==> src/rtl/sercfg_pkg.sv <==
package sercfg_pkg;

    typedef enum logic [2:0] {
        ST_IDLE  = 3'd0,
        ST_INSTR = 3'd1,
        ST_WRITE = 3'd2,
        ST_READ  = 3'd3,
        ST_HOLD  = 3'd4
    } sercfg_state_e;

endpackage

==> src/rtl/sercfg_sync.sv <==
module sercfg_sync #(
    parameter int W = 3,
    parameter int STAGES = 2,
    parameter logic [W-1:0] RST_VAL = '0
) (
    input  logic         clk,
    input  logic         rst_n,
    input  logic [W-1:0] d_i,
    output logic [W-1:0] q_o
);

    logic [W-1:0] pipe [STAGES];

    generate
        for (genvar s = 0; s < STAGES; s++) begin : g_stage
            always_ff @(posedge clk or negedge rst_n) begin
                if (!rst_n) begin
                    pipe[s] <= RST_VAL;
                end else begin
                    if (s == 0) pipe[s] <= d_i;
                    else        pipe[s] <= pipe[(s == 0) ? 0 : s-1];
                end
            end
        end
    endgenerate

    assign q_o = pipe[STAGES-1];

endmodule

==> src/rtl/sercfg_shreg.sv <==
module sercfg_shreg #(
    parameter int W = 16
) (
    input  logic         clk,
    input  logic         rst_n,
    input  logic         shift_i,
    input  logic         lsb_i,
    input  logic         din_i,
    output logic [W-1:0] word_nx_o
);

    logic [W-1:0] word_q;

    // LSB first fills from the top, MSB first fills from the bottom
    assign word_nx_o = lsb_i ? {din_i, word_q[W-1:1]} : {word_q[W-2:0], din_i};

    always_ff @(posedge clk or negedge rst_n) begin
        if (!rst_n)       word_q <= '0;
        else if (shift_i) word_q <= word_nx_o;
    end

endmodule

==> src/rtl/sercfg_addrgen.sv <==
module sercfg_addrgen #(
    parameter int AW = 13
) (
    input  logic          clk,
    input  logic          rst_n,
    input  logic          load_i,
    input  logic [AW-1:0] load_val_i,
    input  logic          step_i,
    input  logic          down_i,
    output logic [AW-1:0] addr_o
);

    logic [AW-1:0] addr_q;

    always_ff @(posedge clk or negedge rst_n) begin
        if (!rst_n) begin
            addr_q <= '0;
        end else if (load_i) begin
            addr_q <= load_val_i;
        end else if (step_i) begin
            // natural wrap modulo 2**AW
            addr_q <= down_i ? addr_q - AW'(1) : addr_q + AW'(1);
        end
    end

    assign addr_o = addr_q;

endmodule

==> src/rtl/sercfg_txsel.sv <==
module sercfg_txsel #(
    parameter int DW = 8,
    localparam int IW = $clog2(DW)
) (
    input  logic [DW-1:0] byte_i,
    input  logic [IW-1:0] idx_i,
    input  logic          lsb_i,
    output logic          bit_o
);

    always_comb begin
        if (lsb_i) bit_o = byte_i[idx_i];
        else       bit_o = byte_i[IW'(DW-1) - idx_i];
    end

endmodule

==> src/rtl/sercfg_port.sv <==
module sercfg_port
    import sercfg_pkg::*;
#(
    parameter int ADDR_W      = 13,
    parameter int DATA_W      = 8,
    parameter int LEN_W       = 2,
    parameter int SYNC_STAGES = 2
) (
    input  logic              clk,
    input  logic              rst_n,
    input  logic              csn_i,
    input  logic              sclk_i,
    input  logic              sdio_i,
    output logic              sdio_o,
    output logic              sdio_oe,
    input  logic              lsb_first_i,
    output logic [ADDR_W-1:0] reg_addr,
    output logic [DATA_W-1:0] reg_wdata,
    output logic              reg_we,
    input  logic [DATA_W-1:0] reg_rdata
);

    localparam int INSTR_W = 1 + LEN_W + ADDR_W;
    localparam int CNT_W   = $clog2(INSTR_W);
    localparam int DBIT_W  = $clog2(DATA_W);

    sercfg_state_e state, state_nx;

    logic              csn_s, sclk_s, sdi_s, sclk_q;
    logic              cs_act, sclk_rise, sclk_fall;
    logic [CNT_W-1:0]  bit_cnt;
    logic [LEN_W-1:0]  byte_cnt, len_q;
    logic              stream_q, lsb_q, step_q;
    logic              sdo_q, oe_q, we_q;
    logic [DATA_W-1:0] wdata_q, tx_byte_q, tx_src;
    logic [INSTR_W-1:0] sh_nx;
    logic              tx_bit;
    logic              instr_last, byte_last, xfer_last;
    logic [DATA_W-1:0] rx_byte;

    // ---------------- input synchronisation ----------------
    sercfg_sync #(
        .W       (3),
        .STAGES  (SYNC_STAGES),
        .RST_VAL (3'b001)
    ) u_sync (
        .clk   (clk),
        .rst_n (rst_n),
        .d_i   ({sdio_i, sclk_i, csn_i}),
        .q_o   ({sdi_s, sclk_s, csn_s})
    );

    assign cs_act    = ~csn_s;
    assign sclk_rise =  sclk_s & ~sclk_q;
    assign sclk_fall = ~sclk_s &  sclk_q;

    // ---------------- shift-in path ----------------
    sercfg_shreg #(.W(INSTR_W)) u_shreg (
        .clk       (clk),
        .rst_n     (rst_n),
        .shift_i   (sclk_rise && (state == ST_INSTR || state == ST_WRITE)),
        .lsb_i     (lsb_q),
        .din_i     (sdi_s),
        .word_nx_o (sh_nx)
    );

    assign rx_byte    = lsb_q ? sh_nx[INSTR_W-1 -: DATA_W] : sh_nx[DATA_W-1:0];
    assign instr_last = (bit_cnt == CNT_W'(INSTR_W-1));
    assign byte_last  = (bit_cnt == CNT_W'(DATA_W-1));
    assign xfer_last  = byte_last && !stream_q && (byte_cnt == len_q);

    // ---------------- address generation ----------------
    sercfg_addrgen #(.AW(ADDR_W)) u_addr (
        .clk        (clk),
        .rst_n      (rst_n),
        .load_i     (state == ST_INSTR && sclk_rise && instr_last),
        .load_val_i (sh_nx[ADDR_W-1:0]),
        .step_i     (step_q),
        .down_i     (~lsb_q),
        .addr_o     (reg_addr)
    );

    // ---------------- read bit selection ----------------
    assign tx_src = (bit_cnt == '0) ? reg_rdata : tx_byte_q;

    sercfg_txsel #(.DW(DATA_W)) u_txsel (
        .byte_i (tx_src),
        .idx_i  (bit_cnt[DBIT_W-1:0]),
        .lsb_i  (lsb_q),
        .bit_o  (tx_bit)
    );

    // ---------------- state register ----------------
    always_ff @(posedge clk or negedge rst_n) begin
        if (!rst_n) state <= ST_IDLE;
        else        state <= state_nx;
    end

    // ---------------- next state ----------------
    always_comb begin
        state_nx = state;
        if (!cs_act) begin
            state_nx = ST_IDLE;
        end else begin
            unique case (state)
                ST_IDLE:  state_nx = ST_INSTR;
                ST_INSTR: if (sclk_rise && instr_last)
                              state_nx = sh_nx[INSTR_W-1] ? ST_READ : ST_WRITE;
                ST_WRITE,
                ST_READ:  if (sclk_rise && xfer_last) state_nx = ST_HOLD;
                ST_HOLD:  state_nx = ST_HOLD;
                default:  state_nx = ST_IDLE;
            endcase
        end
    end

    // ---------------- datapath and outputs ----------------
    always_ff @(posedge clk or negedge rst_n) begin
        if (!rst_n) begin
            sclk_q    <= 1'b0;
            bit_cnt   <= '0;
            byte_cnt  <= '0;
            len_q     <= '0;
            stream_q  <= 1'b0;
            lsb_q     <= 1'b0;
            step_q    <= 1'b0;
            we_q      <= 1'b0;
            wdata_q   <= '0;
            tx_byte_q <= '0;
            sdo_q     <= 1'b0;
            oe_q      <= 1'b0;
        end else begin
            sclk_q <= sclk_s;
            we_q   <= 1'b0;
            step_q <= 1'b0;
            if (!cs_act) begin
                bit_cnt  <= '0;
                byte_cnt <= '0;
                oe_q     <= 1'b0;
            end else begin
                unique case (state)
                    ST_IDLE: begin
                        lsb_q    <= lsb_first_i;
                        bit_cnt  <= '0;
                        byte_cnt <= '0;
                    end
                    ST_INSTR: begin
                        if (sclk_rise) begin
                            if (instr_last) begin
                                bit_cnt  <= '0;
                                len_q    <= sh_nx[ADDR_W +: LEN_W];
                                stream_q <= &sh_nx[ADDR_W +: LEN_W];
                            end else begin
                                bit_cnt <= bit_cnt + CNT_W'(1);
                            end
                        end
                    end
                    ST_WRITE: begin
                        if (sclk_rise) begin
                            if (byte_last) begin
                                bit_cnt  <= '0;
                                byte_cnt <= byte_cnt + LEN_W'(1);
                                we_q     <= 1'b1;
                                wdata_q  <= rx_byte;
                                step_q   <= 1'b1;
                            end else begin
                                bit_cnt <= bit_cnt + CNT_W'(1);
                            end
                        end
                    end
                    ST_READ: begin
                        if (sclk_fall) begin
                            sdo_q <= tx_bit;
                            oe_q  <= 1'b1;
                            if (bit_cnt == '0) tx_byte_q <= reg_rdata;
                        end
                        if (sclk_rise) begin
                            if (byte_last) begin
                                bit_cnt  <= '0;
                                byte_cnt <= byte_cnt + LEN_W'(1);
                                step_q   <= 1'b1;
                                if (xfer_last) oe_q <= 1'b0;
                            end else begin
                                bit_cnt <= bit_cnt + CNT_W'(1);
                            end
                        end
                    end
                    ST_HOLD: oe_q <= 1'b0;
                    default: oe_q <= 1'b0;
                endcase
            end
        end
    end

    assign sdio_o    = sdo_q;
    assign sdio_oe   = oe_q;
    assign reg_we    = we_q;
    assign reg_wdata = wdata_q;

endmodule

==> config.mk <==
export PLATFORM = sky130hd
export DESIGN_NAME = sercfg_port
export DESIGN_NICKNAME = d
export VERILOG_FILES = /design/src/rtl/sercfg_pkg.sv /design/src/rtl/sercfg_sync.sv /design/src/rtl/sercfg_shreg.sv /design/src/rtl/sercfg_addrgen.sv /design/src/rtl/sercfg_txsel.sv /design/src/rtl/sercfg_port.sv
export SDC_FILE = /design/constraint.sdc
export NUM_CORES = 1
export LEC_CHECK = 0
export BUFFER_PORTS_ARGS = -buffer_cell sky130_fd_sc_hd__clkbuf_2
export CELL_PAD_IN_SITES_DETAIL_PLACEMENT = 1
export CELL_PAD_IN_SITES_GLOBAL_PLACEMENT = 2
export CORE_ASPECT_RATIO = 1.1
export CORE_MARGIN = 2
export CORE_UTILIZATION = 42
export CTS_BUF_LIST = sky130_fd_sc_hd__clkbuf_8
export DETAILED_ROUTE_END_ITERATION = 10
export PLACE_DENSITY_LB_ADDON = 0.1
export SLEW_MARGIN = 20
export SYNTH_ARGS = -nofsm -noshare
export SYNTH_HDL_FRONTEND = slang
export SYNTH_SLANG_ARGS = --single-unit
==> constraint.sdc <==
create_clock -name clk -period 7.8 [get_ports clk]
set_input_delay 1.17 -clock clk [delete_from_list [all_inputs] [get_ports clk]]
set_output_delay 1.17 -clock clk [all_outputs]
set_load 0.005 [all_outputs]
Yosys cells after proc, flatten, opt, wreduce, memory -nomap -nowiden

Cells that the tools add are included.

Output and inout port bits: 24
Logic and storage cells: 104
Register bits after elaboration: 69

Add/sub/neg operators: 5
$lt $le $gt $ge: 2
Equality and inequality tests: 13
Reductions and logical operators: 24
Multiplexer cells: 38
Bitwise logic cells: 5

Operator list:

| operator                                                   | count |
|---|---|
| 2-to-1 mux 13 bit                                          | 3 |
| 2-to-1 mux 4 bit                                           | 5 |
| 2-to-1 mux 16 bit                                          | 1 |
| 2-to-1 mux 8 bit                                           | 2 |
| 2-to-1 mux 1 bit                                           | 15 |
| adder 13 x 1 -> 13 bit, second input constant              | 1 |
| subtractor 13 x 1 -> 13 bit, second input constant         | 1 |
| inequality test 3 x 1 -> 1 bit, second input constant      | 4 |
| one-hot mux 3 bit (4 select lines)                         | 1 |
| one-hot mux 4 bit (3 select lines)                         | 1 |
| 2-to-1 mux 3 bit                                           | 3 |
| AND reduction 3 bit                                        | 3 |
| less-than comparator 3 x 4 -> 1 bit, second input constant | 2 |
| AND reduction 4 bit                                        | 2 |
| logical AND 1 bit                                          | 7 |
| binary-select mux 1 bit (select 3 bit)                     | 2 |
| == test 3 x 2 -> 1 bit, second input constant              | 2 |
| 2-to-1 mux 2 bit                                           | 3 |
| AND reduction 2 bit                                        | 3 |
| adder 4 x 1 -> 4 bit, second input constant                | 1 |
| == test 4 x 3 -> 1 bit, second input constant              | 1 |
| == test 4 bit, second input constant                       | 1 |
| zero test 4 bit                                            | 1 |
| one-hot mux 2 bit (2 select lines)                         | 1 |
| other kinds (18)                                           | 21 |

Depth between registers and ports, before layout

Gate-level depths: netlist of the first run.

Depth in word-level cells: 8
Gate-level depth with buffers: 11
Gate-level depth less buffers: 8

Hierarchy

From an unflattened synthesis of the first run, not the netlist that was laid out.

Cell total of the unflattened synthesis: 338
Area total of the unflattened synthesis: 4117.7 um^2

By module, submodules not included:

| module         | cells each | area each (um^2) | instances |
|---|---|---|---|
| sercfg_port    | 145        | 1765.4           | 1 |
| sercfg_addrgen | 125        | 1164.9           | 1 |
| sercfg_shreg   | 52         | 877.1            | 1 |
| sercfg_sync    | 9          | 175.2            | 1 |
| sercfg_txsel   | 7          | 135.1            | 1 |

Worst setup path after synthesis of the first run

Ideal clock, no wire load.

Path type: reg-to-reg
Start: register lsb_q
End: register u_addr.addr_q[12], in the netlist u_addr.addr_o[12]
Data required time: 7.669 ns
Library setup time: 0.131 ns
Stages on the path, launching flop included: 11
Arrival time: 2.942 ns
Slack: 4.727 ns
Path through: dfrtp_1 clkbuf_1 buf_1 inv_1 fa_1 a211o_1 a21oi_1 o21ai_0 a311oi_1 xor2_1 mux2i_1

Longest elaborated chain between the ends: 3
Elaborated cells between the ends (all ways): 4
Classes of those cells: 4 x mux

Ends and longest elaborated chain:

| item                   | line                 | RTL |
|---|---|---|
| start, declared        | sercfg_port.sv:33    | `logic stream_q, lsb_q, step_q;` |
| start signal, assigned | sercfg_port.sv:143   | `lsb_q <= lsb_first_i;` |
| 2-to-1 mux 13 bit      | sercfg_addrgen.sv:22 | `addr_q <= down_i ? addr_q - AW'(1) : addr_q + AW'(1);` |
| 2-to-1 mux 13 bit      | sercfg_addrgen.sv:20 | `end else if (step_i) begin` |
| 2-to-1 mux 13 bit (*)  | sercfg_addrgen.sv:18 | `end else if (load_i) begin` |
| end signal, assigned   | sercfg_addrgen.sv:19 | `addr_q <= load_val_i;` |
| end signal, assigned   | sercfg_addrgen.sv:22 |  |
| end, declared          | sercfg_addrgen.sv:13 | `logic [AW-1:0] addr_q;` |

Every way passes the cells marked *; elsewhere a longest branch is shown, timed or not. The select of a mux whose other input is x is not followed.
A chain may end at the register's enable or synchronous reset.

Worst setup path in the final report of the first run

Same ends and word-level chain as after synthesis.

==> run summary, run 1 <==
The flow ran to the end, and the final reports show no timing, DRC or antenna violations. The sequential share of power is a little under half. The final-stage net count is ~450. The cell area after synthesis is between 3000 and 4000 sq um. The min-delay analysis places its worst path in the category flop to flop.

The worst vdd rail ir drop came out at roughly 0.10 mV. The top cell types in the final layout, fill and taps aside, are 67 x sky130_fd_sc_hd__dfrtp_1, 46 x sky130_fd_sc_hd__a21oi_1, 36 x sky130_fd_sc_hd__clkbuf_2. Counting along the longest clock path gives a buffer depth of 2. The final worst slack is around 4.6 ns. The instance count after placement with tap cells included is 527.

The share of the synthesized area in the top cell type came out at about 43%. The residual DRC count is 0. The cell internal power dissipation is 0.000589 W. Following the worst setup path forward leads to its endpoint at u_addr.addr_o[12]. Among all stages on the critical path, the largest delay is contributed by sky130_fd_sc_hd__fa_1. The number of warnings issued by yosys came out at 0. The synthesized design contains 0 enable-type register cells. Counting every sink on the clock net gives 69.

The antenna diode count is 0. The area growth from synthesis to layout came out at 12.5%. For this run, the slowest stage of the critical path takes around 0.53 ns.

The maximum fanout count along the critical path is 40. Clock tree synthesis selected as its root buffer the cell sky130_fd_sc_hd__clkbuf_8. By area, the combinational part of the netlist is dominated by compound AO/OA/AOI/OAI gates.

For the final database, setup skew stands at roughly 0.0097 ns. The first global-routing pass estimated around 16 mm of wire. The worst setup path is of the flop to flop kind. The part of the power in the clock network is ~40%.

Walking the worst path, the cells encountered are buf_4 > inv_1 > fa_1 > a211o_1 > a21oi_1 > o21ai_0 > a311oi_1 > xor2_1 > mux2i_1. The post-synthesis instance total came out at between 300 and 400. The fraction of power spent switching nets is between 20% and 30%. The register clock-pin slew on the reported worst setup and hold paths is 0.08 ns.

The number of cells on the worst reg-to-reg path came out at 9. The via total after detailed routing came out at about 3.1k. The compound-gate portion of the synthesized area is 17.4%. The worst setup path is captured at a flop. The number of maximum-capacitance constraint violations came out at 0. From left edge to right edge, the die measures 95.4 microns. The fraction of registers with async set/reset came out at 100%. Setup repair after global routing left no endpoint under its margin. The final max-slew violation count was 0. The number of hold buffers added after cts came out at 0.

Summing the areas of all fa, ha and maj instances in the mapped netlist gives between 4 and 5% of the synthesized area. The number of synthesized register bits came out at between 60 and 70. The sequential element share of the synthesized area is between 40% and 50%. The final non-filler cell total came out at around 540.

The simple logic cell fraction of the synthesized area came out at around 16%. The via count of the first global-routing pass came out at approximately 3.2k. In this run the post-CTS setup repair buffer count came out at 0. The transition time at the pin with the least slew margin is approximately 1 ns.

The share of layout cells above drive strength 1 came out at 18.9%. The effective utilization at floorplan is 43.3%. The data arrival time of the critical path is ~3.4 ns. Post-CTS repair changed the size of 0 cells. Setup slack on the worst reg-to-reg path comes out at 4.64 ns. The count of nets left with antenna violations once routing finished came out at 0. Entering global routing, the biggest net connects 70 pins. The detailed placement HPWL is ~6.8 mm. The combined area of the multi-input logic cells came out at about 2000 sq um.

The number of antenna violations at the first check in global routing was 0. The number of fillers in the final layout is around 1.0k. The remaining global-route overflow is 0. The number of DRC markers in iteration 0 is 140. The worst hold slack across all endpoints is 0.364 ns. The library cell used most frequently in the layout, excluding fill and tap cells, is sky130_fd_sc_hd__dfrtp_1. The cell count along the critical path came out at 9. The number of rows created at floorplan is 36. Averaged over all synthesized cells, the footprint is around 10 sq um.

For this run, the detailed router's first-pass iteration total came to 4. The shortest period the worst path allows came out at roughly 3.2 ns. The predominant post-synthesis flop cell is sky130_fd_sc_hd__dfrtp_1. The part of the power in combinational logic came out at about 13%. The net count of the mapped netlist came out at between 400 and 500. The post-route core utilization is roughly half.

The startpoint identified for the worst register-to-register timing path is lsb_q. The height of the chip came out at ~100 microns. In this design, the largest share of critical-path delay is due to compound AO/OA/AOI/OAI gates. Setup violations remaining at the end of the flow were counted as 0.

The power density over the cells is roughly 180 nW/um^2. The startpoint of the worst setup timing path is lsb_q. Before CTS, the worst setup slack after placement is 4.66 ns. The post-synthesis xor/xnor area fraction is under 10%. The final routed wire length divided by cell count came out at between 15 and 20 microns. The clock network latency to the later pin of the worst-skew pair came out at between 0.3 and 0.4 ns. The share of synthesized area spent on multiplexers came out at between 10 and 15%. The boundary pin count came out at 38. The aggregate negative setup slack came out at 0 ns. The critical path required time came out at ~8 ns.

Yosys attributes the largest share of cell area to sky130_fd_sc_hd__dfrtp_1 43%, sky130_fd_sc_hd__a21oi_1 6.0%, sky130_fd_sc_hd__o21ai_0 4.4%. The endpoint identified for the worst register-to-register timing path is u_addr.addr_o[12]. The worst hold path begins at u_sync.pipe[5].

The critical path contains buffers and inverters numbering 2 combined. Buffers placed on the I/O ports in this run total 37. Summed over all instances, the cell type with the most area after synthesis is sky130_fd_sc_hd__dfrtp_1.

The relative slew slack came out at about a third. The global router's overall resource usage is slightly above 20%. TritonCTS built the clock tree.

The number of hold violations in the final report came to 0. The congestion estimate from routability-driven global placement came to 0.848. The floorplan core area is 8920 sq um.

The highest clock frequency the design can meet is between 300 and 400 MHz. The number of clock buffers added by TritonCTS is 9. The average via count per standard cell is between 5 and 6.

After synthesis, the netlist uses 50 different library cells. The final critical path takes up about two fifths of the cycle. The aggregate routed wire length came out at roughly 9.4 mm.

The leakage power figure is roughly 2.1 nW. The number of H-tree levels came out at 3. The register area came out at roughly 1700 sq um. STA classifies the critical path startpoint as a flop.

The area enclosed by the die boundary came out at roughly 10000 sq um. The net load switching power is between 0.0002 and 0.00025 W.
==> logic make-up after synthesis <==
| logic type | count (synthesis) |
|---|---|
| compound gates | 114 |
| xor+xnor | 13 |
| fa+ha+maj | 14 |
| buf+inv | 27 |
| flops | 69 |
| mux | 34 |
| simple gates | 123 |
==> metal layers <==
layer | global-route usage, % | vias to the layer above | share of wire, %
met4 | 6.43 | 0 | 1.5
met1 | 25.6 | 1549 | 45
met5 | 0 | - | 0
li1 | - | 1485 | -
met2 | 35.6 | 32 | 52
met3 | 2.88 | 11 | 1.9
==> cell usage after synthesis, types with 6 or more instances <==
master and n:
sky130_fd_sc_hd__ha_1 13, sky130_fd_sc_hd__mux2i_1 16, sky130_fd_sc_hd__or3_1 7, sky130_fd_sc_hd__xor2_1 8, sky130_fd_sc_hd__nand2_1 34, sky130_fd_sc_hd__mux2_2 12
sky130_fd_sc_hd__mux4_2 6, sky130_fd_sc_hd__inv_1 6, sky130_fd_sc_hd__a211oi_1 7, sky130_fd_sc_hd__nor3_1 6, sky130_fd_sc_hd__nand3_1 10, sky130_fd_sc_hd__nor2_1 29
sky130_fd_sc_hd__dfrtp_1 67, sky130_fd_sc_hd__a21oi_1 46, sky130_fd_sc_hd__nor2b_1 16, sky130_fd_sc_hd__o21ai_0 34, sky130_fd_sc_hd__clkbuf_1 15, sky130_fd_sc_hd__a21o_1 9
==> registers in the layout, summed over array words and instances (netlist names), 3 cells and up <==
name and cells:
u_addr.addr_o 13, u_sync.q_o 3, bit_cnt 4, tx_byte_q 8, reg_wdata 8, state 3
u_sync.pipe 3, u_shreg.word_q 16
==> worst min path at each step <==
stage	to	slack, ns	depth (start not counted)
floorplan	u_sync.q_o[1]	0.33	0
global placement	u_sync.q_o[2]	0.34	0
detailed placement	u_sync.q_o[1]	0.35	0
CTS	u_sync.q_o[0]	0.37	0
global route	u_sync.q_o[2]	0.37	0
finish	u_sync.q_o[2]	0.36	0
==> per-stage QoR <==
stage	area [sq um]	power (W)
after floorplan	3860	0.000459
after global placement	4130	0.000490
after detailed placement	4130	0.000493
after CTS	4340	0.000814
after global routing	4340	0.000841
final	4340	0.000803
==> worst reg2reg max path, cell delays in order (launching register included) <==
cell and delay [ns]:
sky130_fd_sc_hd__dfrtp_1 0.33, sky130_fd_sc_hd__buf_4 0.38, sky130_fd_sc_hd__inv_1 0.42, sky130_fd_sc_hd__fa_1 0.54, sky130_fd_sc_hd__a211o_1 0.30, sky130_fd_sc_hd__a21oi_1 0.26
sky130_fd_sc_hd__o21ai_0 0.21, sky130_fd_sc_hd__a311oi_1 0.34, sky130_fd_sc_hd__xor2_1 0.18, sky130_fd_sc_hd__mux2i_1 0.08
==> power groups by stage <==
stage	Combinational, W	Sequential [W]	Clock [W]
floorplan	0.0000739	0.000385	0
global placement	0.0000994	0.000390	0
detailed placement	0.000102	0.000390	0
CTS	0.000103	0.000384	0.000327
global route	0.000115	0.000386	0.000341
finish	0.000102	0.000384	0.000318
==> area by class of cell <==
type	instances	area share (%)
inverter	6	0.519
clock inverter	7	2.13
multi-input combinational	298	46.6
timing repair buffer	40	4.78
tap	114	3.29
clock buffer	9	2.85
sequential	69	39.8
(Power assumes the default switching activity.)
==> run 2, diff against run 1 <==
CORE_UTILIZATION = 35   (was 42)
clock period = 2.7 ns   (was 7.8 ns; I/O delays follow)
==> run 2 against run 1 <==
Design area grew 2.2%. Wire length grew 2.7%. Count of clock-buffer cells in the layout grew 3. Sequential share of layout area shrank 0.86 points. Critical endpoint is now sdio_o. Largest power group unchanged.
==> run summary, run 2 (same netlist as run 1, synthesis figures left out) <==
The flow ran to the end, and the final reports show no timing, DRC or antenna violations. 38 I/O pins were placed. The post-route core utilization came out at between 40 and 50%. The final max-slew violation count came out at 0.

The sequential share of power came out at 49.5%. The worst setup path is captured at a flop. The effective utilization at floorplan is 35.5%. Once detail routing completed, the nets flagged for antenna violations numbered 0. The number of cells upsized or downsized after cts came out at 0. The highest clock frequency the design can meet is ~400 MHz.

The number of antenna violations at the first check in global routing is 0. Power spread over the standard cell area amounts to slightly above 500 nW/um^2. The horizontal die dimension came out at 104 microns.

The first global-routing pass estimated 16.1 mm of wire. VDD sags by at most 0.276 mV. Data on the critical path is required at its endpoint by approximately 2.9 ns. The global router's overall resource usage came out at 17.2%. The transition time at the pin with the least slew margin came out at between 0.9 and 1 ns. The detailed placement HPWL is between 7 and 8 mm. The die covers between 10000 and 15000 sq um. In this run, the number of DRC markers left after iteration 0 of detailed routing was ~110.

The kind of critical path is flop to flop. The data arrival time of the critical path is 2.76 ns. The register with the most flip-flops is u_shreg.word_q. The final route contains ~3.1k vias. The part of the power in the clock network came out at a little over a third.

The tree is rooted in a sky130_fd_sc_hd__clkbuf_8. The worst setup path is launched from a flop. The share of layout cells above drive strength 1 came out at a little over a fifth. The final-stage net count is between 400 and 500.

After layout, the design draws a total of 0.00223 W. The area growth from synthesis to layout came out at 15.0%. The floorplan core area came out at roughly 11000 sq um. Setup violations remaining at the end of the flow were counted as 0. Clock tree synthesis inserted a total of 9 buffers.

Of the total power, combinational logic draws between 10% and 20%. The path class of the tightest hold or removal check is input pin to flop. The routed design could run at a clock period as short as 2.52 ns. Setup repair after global routing left no endpoint under its margin. Across all setup checks in the final design, the least slack found is 0.183 ns. In this run the tightest slew margin relative to its limit is 38.6%.

The library cells used most frequently in the layout, excluding fill and tap cells, are 67 x sky130_fd_sc_hd__dfrtp_1, 46 x sky130_fd_sc_hd__a21oi_1, 36 x sky130_fd_sc_hd__clkbuf_2. The final worst-path cycle share is 93.2%. The maximum fanout count along the critical path came out at 4. The tool flagged a number of max-cap violations equal to 0. The leakage power figure came out at ~2.1 nW. Input and output buffers added on the ports amount to 37.

The number of hold violations in the final report came out at 0. After detailed placement, the design holds a cell count of roughly 570. The iteration count of the initial detailed-routing pass is 4. Row generation in the floorplan step produced 40 rows. The largest net degree at the start of global routing came out at 70. The most frequent standard cell in the layout excluding fill and tap cells is sky130_fd_sc_hd__dfrtp_1. The via count of the first global-routing pass is approximately 3.2k. The residual DRC count is 0. Across the routed clock network, the largest skew measured is ~0.015 ns. The cell internal power dissipation came out at roughly 0.0016 W. The number of hold buffers added after cts came out at 0. Net switching is about 28% of the power.

TritonCTS built the clock tree. The number of cells on the worst reg-to-reg path came out at 9. The register clock-pin slew on the reported worst setup and hold paths came out at 0.08 ns.

The final routed wire length divided by cell count is 16.5 microns. The remaining global-route overflow is 0. The number of instances on the worst hold path came out at 1.

The number of setup buffers added after CTS is 0. The antenna diode count came out at 0. In this run the deepest clock path goes through 2 buffers. The average via count per standard cell came out at ~5.3. The clock tree synthesis step divided the H-tree into 3 levels. The number of flip-flops under the largest register name is 16. Summed over all layers, the routed wires come to just under 10 mm. The net load switching power is approximately 0.00062 W. The clock net in this run drives a total of 69 sinks. The worst slack at placement is 0.165 ns. The final non-filler cell total is between 500 and 600. The die is 114 microns tall. The clock network latency to the later pin of the worst-skew pair came out at about 0.35 ns. Setup total negative slack on the finished layout was measured at 0 ns. At the end of routability-driven placement, the weighted congestion stood at 0.786.
-- run 2: power by group through the flow --
stage | Clock [W] | Sequential (W) | Combinational (W)
after detailed placement | 0 | 0.00112 | 0.000315
after CTS | 0.000848 | 0.00110 | 0.000317
after floorplan | 0 | 0.00111 | 0.000216
after global placement | 0 | 0.00112 | 0.000309
final | 0.000815 | 0.00110 | 0.000312
after global routing | 0.000888 | 0.00111 | 0.000352
-- run 2: layout make-up --
class | count | area (sq um)
fill | 1267 | 6420
multi-input combinational | 298 | 2030
clock inverter | 4 | 30.0
clock buffer | 12 | 165
sequential | 69 | 1730
timing repair buffer | 49 | 278
tap | 147 | 184
inverter | 6 | 22.5
-- run 2: metal layers --
layer | up-vias | global-route usage [%] | part of all wire [%]
met5 | - | 0 | 0
met4 | 0 | 6.76 | 1.6
met3 | 9 | 2.50 | 2.1
met2 | 34 | 30.6 | 51
met1 | 1546 | 21.2 | 45
li1 | 1496 | - | -
-- run 2: worst max-delay path: stages (launching register included) --
cell and delay, ns:
sky130_fd_sc_hd__dfrtp_1 0.37, sky130_fd_sc_hd__inv_1 0.08, sky130_fd_sc_hd__ha_1 0.17, sky130_fd_sc_hd__nor3b_4 0.32, sky130_fd_sc_hd__buf_4 0.20, sky130_fd_sc_hd__mux4_2 0.48
sky130_fd_sc_hd__or3_1 0.31, sky130_fd_sc_hd__o41ai_1 0.08, sky130_fd_sc_hd__o21ai_1 0.11, sky130_fd_sc_hd__mux2_2 0.28
-- run 2: worst paths after layout --
| path | startpoint | endpoint | slack (ns) |
|---|---|---|---|
| min | csn_i | u_sync.pipe[3] | 0.14 |
| max | bit_cnt[0] | sdio_o | 0.18 |
| min reg2reg | u_sync.pipe[4] | u_sync.q_o[1] | 0.35 |
| max reg2reg | bit_cnt[0] | sdio_o | 0.18 |
| min in group asynchronous | rst_n | u_sync.pipe[5] | 0.16 |
| max in group asynchronous | rst_n | byte_cnt[0] | 1.93 |
-- run 2: per-stage QoR --
stage                     hold slack (ns)  area (sq um)
after floorplan                     0.109          3870
after global placement              0.332          4240
after detailed placement            0.336          4240
after CTS                           0.123          4440
after global routing                0.122          4440
final                               0.137          4440
